[src/rtl/banked_regfile.sv]
module banked_regfile #(
  parameter int DW = 32
) (
  input  logic          clk,
  input  logic          rst_n,
  input  logic [3:0]    rd_a_idx,
  output logic [DW-1:0] rd_a_data,
  input  logic [3:0]    rd_b_idx,
  output logic [DW-1:0] rd_b_data,
  input  logic          wr_en,
  input  logic [3:0]    wr_idx,
  input  logic [DW-1:0] wr_data,
  input  logic          psr_wr_en,
  input  logic [DW-1:0] psr_wr_data,
  input  logic          spsr_wr_en,
  input  logic [DW-1:0] spsr_wr_data,
  input  logic          exc_en,
  input  logic [4:0]    exc_mode,
  input  logic [DW-1:0] exc_ret,
  output logic [DW-1:0] cpsr_q,
  output logic [DW-1:0] spsr_q,
  output logic          mode_err
);

  localparam int NPHYS = 31;
  localparam int NSAVE = 5;
  localparam logic [4:0] M_USR = 5'b10000, M_FIQ = 5'b10001, M_IRQ = 5'b10010,
                         M_SVC = 5'b10011, M_ABT = 5'b10111, M_UND = 5'b11011,
                         M_SYS = 5'b11111;
  localparam logic [DW-1:0] CPSR_RST = DW'(32'h0000_00D3);
  localparam logic [DW-1:0] DEF_MASK = {4'hF, {(DW-12){1'b0}}, 8'hFF};

  logic [DW-1:0] rf [NPHYS];
  logic [DW-1:0] sv [NSAVE];
  logic [DW-1:0] cpsr;

  function automatic logic mode_ok(input logic [4:0] m);
    return m inside {M_USR, M_FIQ, M_IRQ, M_SVC, M_ABT, M_UND, M_SYS};
  endfunction

  function automatic logic exc_ok(input logic [4:0] m);
    return m inside {M_FIQ, M_IRQ, M_SVC, M_ABT, M_UND};
  endfunction

  function automatic logic [2:0] slot(input logic [4:0] m);
    case (m)
      M_FIQ:   return 3'd0;
      M_IRQ:   return 3'd1;
      M_SVC:   return 3'd2;
      M_ABT:   return 3'd3;
      M_UND:   return 3'd4;
      default: return 3'd7;
    endcase
  endfunction

  function automatic logic [4:0] phys(input logic [4:0] m, input logic [3:0] i);
    logic [2:0] s;
    s = slot(m);
    if (s == 3'd0 && i >= 4'd8 && i <= 4'd14) return 5'(i) + 5'd8;
    if (s != 3'd7 && s != 3'd0 && i >= 4'd13 && i <= 4'd14)
      return 5'd23 + 5'({s - 3'd1, 1'b0}) + 5'(i == 4'd14);
    return 5'(i);
  endfunction

  logic [4:0] mode;
  logic       tbit;
  assign mode = cpsr[4:0];
  assign tbit = cpsr[5];

  function automatic logic hidden(input logic t, input logic [3:0] i);
    return t && i >= 4'd8 && i <= 4'd12;
  endfunction

  logic       exc_go, psr_bad, exc_bad, psr_go, wr_go, sv_go;
  logic [4:0] wr_p, rda_p, rdb_p, lr_p;
  logic [2:0] cur_slot, exc_slot;

  assign exc_go   = exc_en && exc_ok(exc_mode);
  assign exc_bad  = exc_en && !exc_ok(exc_mode);
  assign psr_bad  = psr_wr_en && !exc_go && !mode_ok(psr_wr_data[4:0]);
  assign psr_go   = psr_wr_en && !exc_go && mode_ok(psr_wr_data[4:0]);
  assign wr_go    = wr_en && !exc_go && !hidden(tbit, wr_idx);
  assign cur_slot = slot(mode);
  assign exc_slot = slot(exc_mode);
  assign sv_go    = spsr_wr_en && !exc_go && cur_slot != 3'd7;
  assign wr_p     = phys(mode, wr_idx);
  assign rda_p    = phys(mode, rd_a_idx);
  assign rdb_p    = phys(mode, rd_b_idx);
  assign lr_p     = phys(exc_mode, 4'd14);

  function automatic logic [DW-1:0] view(input logic [DW-1:0] v, input logic [3:0] i,
                                         input logic t);
    if (hidden(t, i)) return '0;
    if (i == 4'd15) return t ? {v[DW-1:1], 1'b0} : {v[DW-1:2], 2'b00};
    return v;
  endfunction

  logic [DW-1:0] rda_raw, rdb_raw;
  assign rda_raw = (wr_go && wr_p == rda_p) ? wr_data : rf[rda_p];
  assign rdb_raw = (wr_go && wr_p == rdb_p) ? wr_data : rf[rdb_p];

  always_ff @(posedge clk) begin
    if (!rst_n) begin
      for (int k = 0; k < NPHYS; k++) rf[k] <= '0;
      for (int k = 0; k < NSAVE; k++) sv[k] <= '0;
      cpsr      <= CPSR_RST;
      rd_a_data <= '0;
      rd_b_data <= '0;
      mode_err  <= 1'b0;
    end else begin
      rd_a_data <= view(rda_raw, rd_a_idx, tbit);
      rd_b_data <= view(rdb_raw, rd_b_idx, tbit);
      mode_err  <= psr_bad || exc_bad;
      if (exc_go) begin
        rf[lr_p]     <= exc_ret;
        sv[exc_slot] <= cpsr;
        cpsr         <= {cpsr[DW-1:6], 1'b0, exc_mode};
      end else begin
        if (wr_go) rf[wr_p] <= wr_data;
        if (psr_go) cpsr <= (psr_wr_data & DEF_MASK) | (cpsr & ~DEF_MASK);
        if (sv_go) sv[cur_slot] <= (spsr_wr_data & DEF_MASK) | (sv[cur_slot] & ~DEF_MASK);
      end
    end
  end

  assign cpsr_q = cpsr;
  assign spsr_q = (cur_slot == 3'd7) ? '0 : sv[cur_slot];

  a_r8_mode_always_legal: assert property (@(posedge clk) disable iff (!rst_n)
    mode_ok(cpsr_q[4:0]));

  a_r7_reserved_kept: assert property (@(posedge clk) disable iff (!rst_n)
    $stable(cpsr_q[DW-5:8]));

  a_r8_bad_psr_rejected: assert property (@(posedge clk) disable iff (!rst_n)
    (psr_wr_en && !mode_ok(psr_wr_data[4:0]) && !(exc_en && exc_ok(exc_mode)))
      |=> ($stable(cpsr_q) && mode_err));

  a_r9_entry_mode_state: assert property (@(posedge clk) disable iff (!rst_n)
    (exc_en && exc_ok(exc_mode))
      |=> (cpsr_q[4:0] == $past(exc_mode) && !cpsr_q[5]
           && cpsr_q[DW-1:6] == $past(cpsr_q[DW-1:6])));

  a_r9_entry_saves_status: assert property (@(posedge clk) disable iff (!rst_n)
    (exc_en && exc_ok(exc_mode)) |=> (spsr_q == $past(cpsr_q)));

  a_r10_no_saved_in_user: assert property (@(posedge clk) disable iff (!rst_n)
    (cpsr_q[4:0] == M_USR || cpsr_q[4:0] == M_SYS) |-> (spsr_q == '0));

endmodule

[config.mk]
export PLATFORM = sky130hd
export DESIGN_NAME = banked_regfile
export DESIGN_NICKNAME = d
export VERILOG_FILES = /design/src/rtl/banked_regfile.sv
export SDC_FILE = /design/constraint.sdc
export NUM_CORES = 2
export LEC_CHECK = 0
export ABC_AREA = 1
export ABC_CLOCK_PERIOD_IN_PS = 6300
export BUFFER_PORTS_ARGS = -buffer_cell sky130_fd_sc_hd__clkbuf_2
export CAP_MARGIN = 40
export CORE_MARGIN = 2
export CORE_UTILIZATION = 25
export DETAILED_ROUTE_END_ITERATION = 16
export PLACE_DENSITY = 0.43
export SLEW_MARGIN = 20
export SYNTH_ARGS = -nofsm -noshare
export SYNTH_HDL_FRONTEND = slang
export SYNTH_SLANG_ARGS = --single-unit
[constraint.sdc]
create_clock -name clk -period 6.3 [get_ports clk]
set_input_delay 0.945 -clock clk [delete_from_list [all_inputs] [get_ports clk]]
set_output_delay 0.945 -clock clk [all_outputs]
set_load 0.03 [all_outputs]
==> qor.yml <==
outcome: "complete, no violations"
p_seq_share_pct: 41.2
pin_count: 280
grt_max_degree: 231
required_ns: 6.76
clkTransAtPathRegs_ns: 0.06
ctsLongestPathBuffers: 4
grt_pass1_wl_mm: 440
worst_slew_pin_slew_ns: 1.32
power_frac_clock_pct: 36.4
p_switching_mw: 8.58
max_slew_margin_pct: 12.0
start_util_pct: 25.2
coreArea_um2: 291000
insertion_delay_ns: 0.86
final_util_pct: 29.1
fin_crit_sh_pct: 83.4
row_count: 198
die_y_um: 546
startpoint_type: "flip-flop"
ys_seq_area_share_pct: 54.5
root_buffer: "clkbuf_16"
antenna_found_initial: 9
hold_class: "in2reg"
gp_congestion: 0.847
cts_buffers: 169
synth-edff-count: 1280
final_area_um2: 84700
synthCells: 9229
final_cell_mix: "nand2_1, nor2_1, edfxtp_1"
cts_num_sinks: 1357
leakagePower_nw: 35.2
ys.warnings.count: 0
final_layout_size_suffix_gt1_share_pct: 8.62
ys_types: 44
switching_share_pct: 33.6
syn_area_per_cell_um2: 7.95
nets: 9304
crit_path_max_fanout: 35
syn_area_um2: 73300
portBuffers: 219
tns_ns: 0
synthArstFlopShare_pct: 0
area_delta_synth_final_pct: 15.5
cts.repair.resized: 0
first_global_vias: 61800
viasPerCell: 4.94
synth_seq_cells: 1357
fin_crit_ns: 5.26
drt_iter0_drc: 7022
p_comb_share_pct: 22.4
vias: 65000
fmax_ghz: 0.190
die_area_um2: 298000
cts_max_level: 4
drc: 0
synth-main-ff-cell: "edfxtp_1"
holdWs_ns: 0.333
layoutNonFillerInstCount: 13200
post_cts.repair.setup_buffers: 0
dr.pass1.iters: 6
critPathKind: "reg2reg"
drv_cap: 0
dieWidth_um: 546
cp-end-kind: "flip-flop"
wl_per_cell_um: 23.5
drt-total-wl_mm: 310
grt.overflow.total: 0
holdBufCountCts: 0
cellPowerDensity_nw_per_um2: 301
postRouteAntennaNets: 0
dpl.cell_count: 12900
peakVddDrop_uv: 200
rsz0062_at_grt: "false"
dpl_cell_area_um2: 79500
final_common_cell: "nand2_1"
p_int_mw: 16.9
fin_worst_skew_ns: 0.0636
setup_viol: 0
grt_use_total_pct: 20.1
hold_viol: 0
cts_tree: "built"
slew_violations: 0
place_hpwl_mm: 178
arrival_ns: 5.71
[Yosys cell counts (2+ instances only)]
master	count	share of area, %
a21oi_1	31	0.21
a31oi_1	2	0.017
a32o_1	22	0.30
buf_1	68	0.35
buf_2	191	1.3
buf_4	23	0.24
clkbuf_1	488	2.5
dfxtp_1	77	2.1
edfxtp_1	1280	52
ha_1	7	0.12
inv_1	674	3.4
inv_2	18	0.092
nand2_1	2240	11
nand2_2	5	0.043
nand3_1	1064	7.3
nand4_1	11	0.094
nor2_1	1693	8.7
nor2_2	9	0.077
nor3_1	6	0.041
o2111ai_1	2	0.024
o21ai_0	1182	8.1
o21ai_1	47	0.32
o22ai_1	53	0.45
or2_2	7	0.060
xnor2_1	4	0.048
xor2_1	7	0.084
[power by group through the flow]
stage / clock [mW] / combinational (mW) / sequential, mW
after floorplan: 0 / 2.97 / 10.8
after global placement: 0 / 5.57 / 10.7
after detailed placement: 0 / 5.62 / 10.7
after CTS: 9.48 / 5.63 / 10.5
after global routing: 9.78 / 6.08 / 10.5
final: 9.29 / 5.71 / 10.5
[kinds of logic (layout without fill, tap and decap cells)]
logic type	Yosys count	in the layout	share of synthesized area, %
buf+inv	1463	1415	7.94
flops	1357	1357	54.5
xor+xnor	11	11	0.131
compound gates	1348	1348	9.50
fa+ha+maj	7	7	0.119
simple gates	5042	5042	27.8
other cells	1	86	0.00511
[critical path: stages, from the launching register on]
cell and delay [ns]:
dfxtp_1 0.43, inv_2 0.10, nand2_1 0.07, nor2_1 0.05
nor2_1 0.11, nand3_2 0.13, nand2_4 0.47, inv_1 0.13
ha_1 0.36, xnor2_1 0.16, a21oi_1 0.28, nand2_1 0.11
xor2_1 0.19, nand2_1 0.10, nand2_1 0.14, nand2_1 0.06
o21ai_1 0.22, nand2_1 0.32, nor2_1 0.42, nand2_2 0.07
buf_4 0.37, nand2_2 0.15, buf_4 0.41
[sequential cells by signal, indices dropped and copies added (netlist names)]
signal	count
rd_b_data	32
mode_err	1
cpsr_q	12
rf	1024
sv	256
rd_a_data	32
[through the flow]
step / total power [mW] / setup WS [ns]
floorplan: 13.8 / 0.706
global placement: 16.3 / 1.18
detailed placement: 16.3 / 1.18
CTS: 25.6 / 0.978
global route: 26.4 / 0.768
finish: 25.5 / 1.04
[cell type report]
| type | instances | area [um2] |
|---|---|---|
| inverters | 692 | 2610 |
| well taps | 3900 | 4880 |
| diodes | 2 | 5.00 |
| repair buffers | 434 | 3610 |
| fillers | 31100 | 207000 |
| multi-input cells | 6492 | 28500 |
| clock buffers | 232 | 4720 |
| flip-flops and latches | 1357 | 40000 |
| clock inverters | 57 | 348 |
[worst paths after layout]
check | cells past startpoint | slack, ns | from | to
max reg2reg | 22 | 1.04 | cpsr_q[2] | rf[28][7]
min reg2reg | 2 | 0.50 | cpsr_q[7] | cpsr_q[7]
min | 3 | 0.33 | psr_wr_data[7] | cpsr_q[7]
max | 22 | 1.04 | cpsr_q[2] | rf[28][7]
[metal layers]
layer | up-vias | global-route usage, % | wire length [um]
met1 | 31700 | 26.2 | 129000
met3 | 578 | 3.52 | 24600
met2 | 2748 | 32.7 | 142000
li1 | 30100 | - | -
met4 | 8 | 8.49 | 13800
met5 | - | 0 | 46
Note: power is estimated with default switching activity, not from simulation.
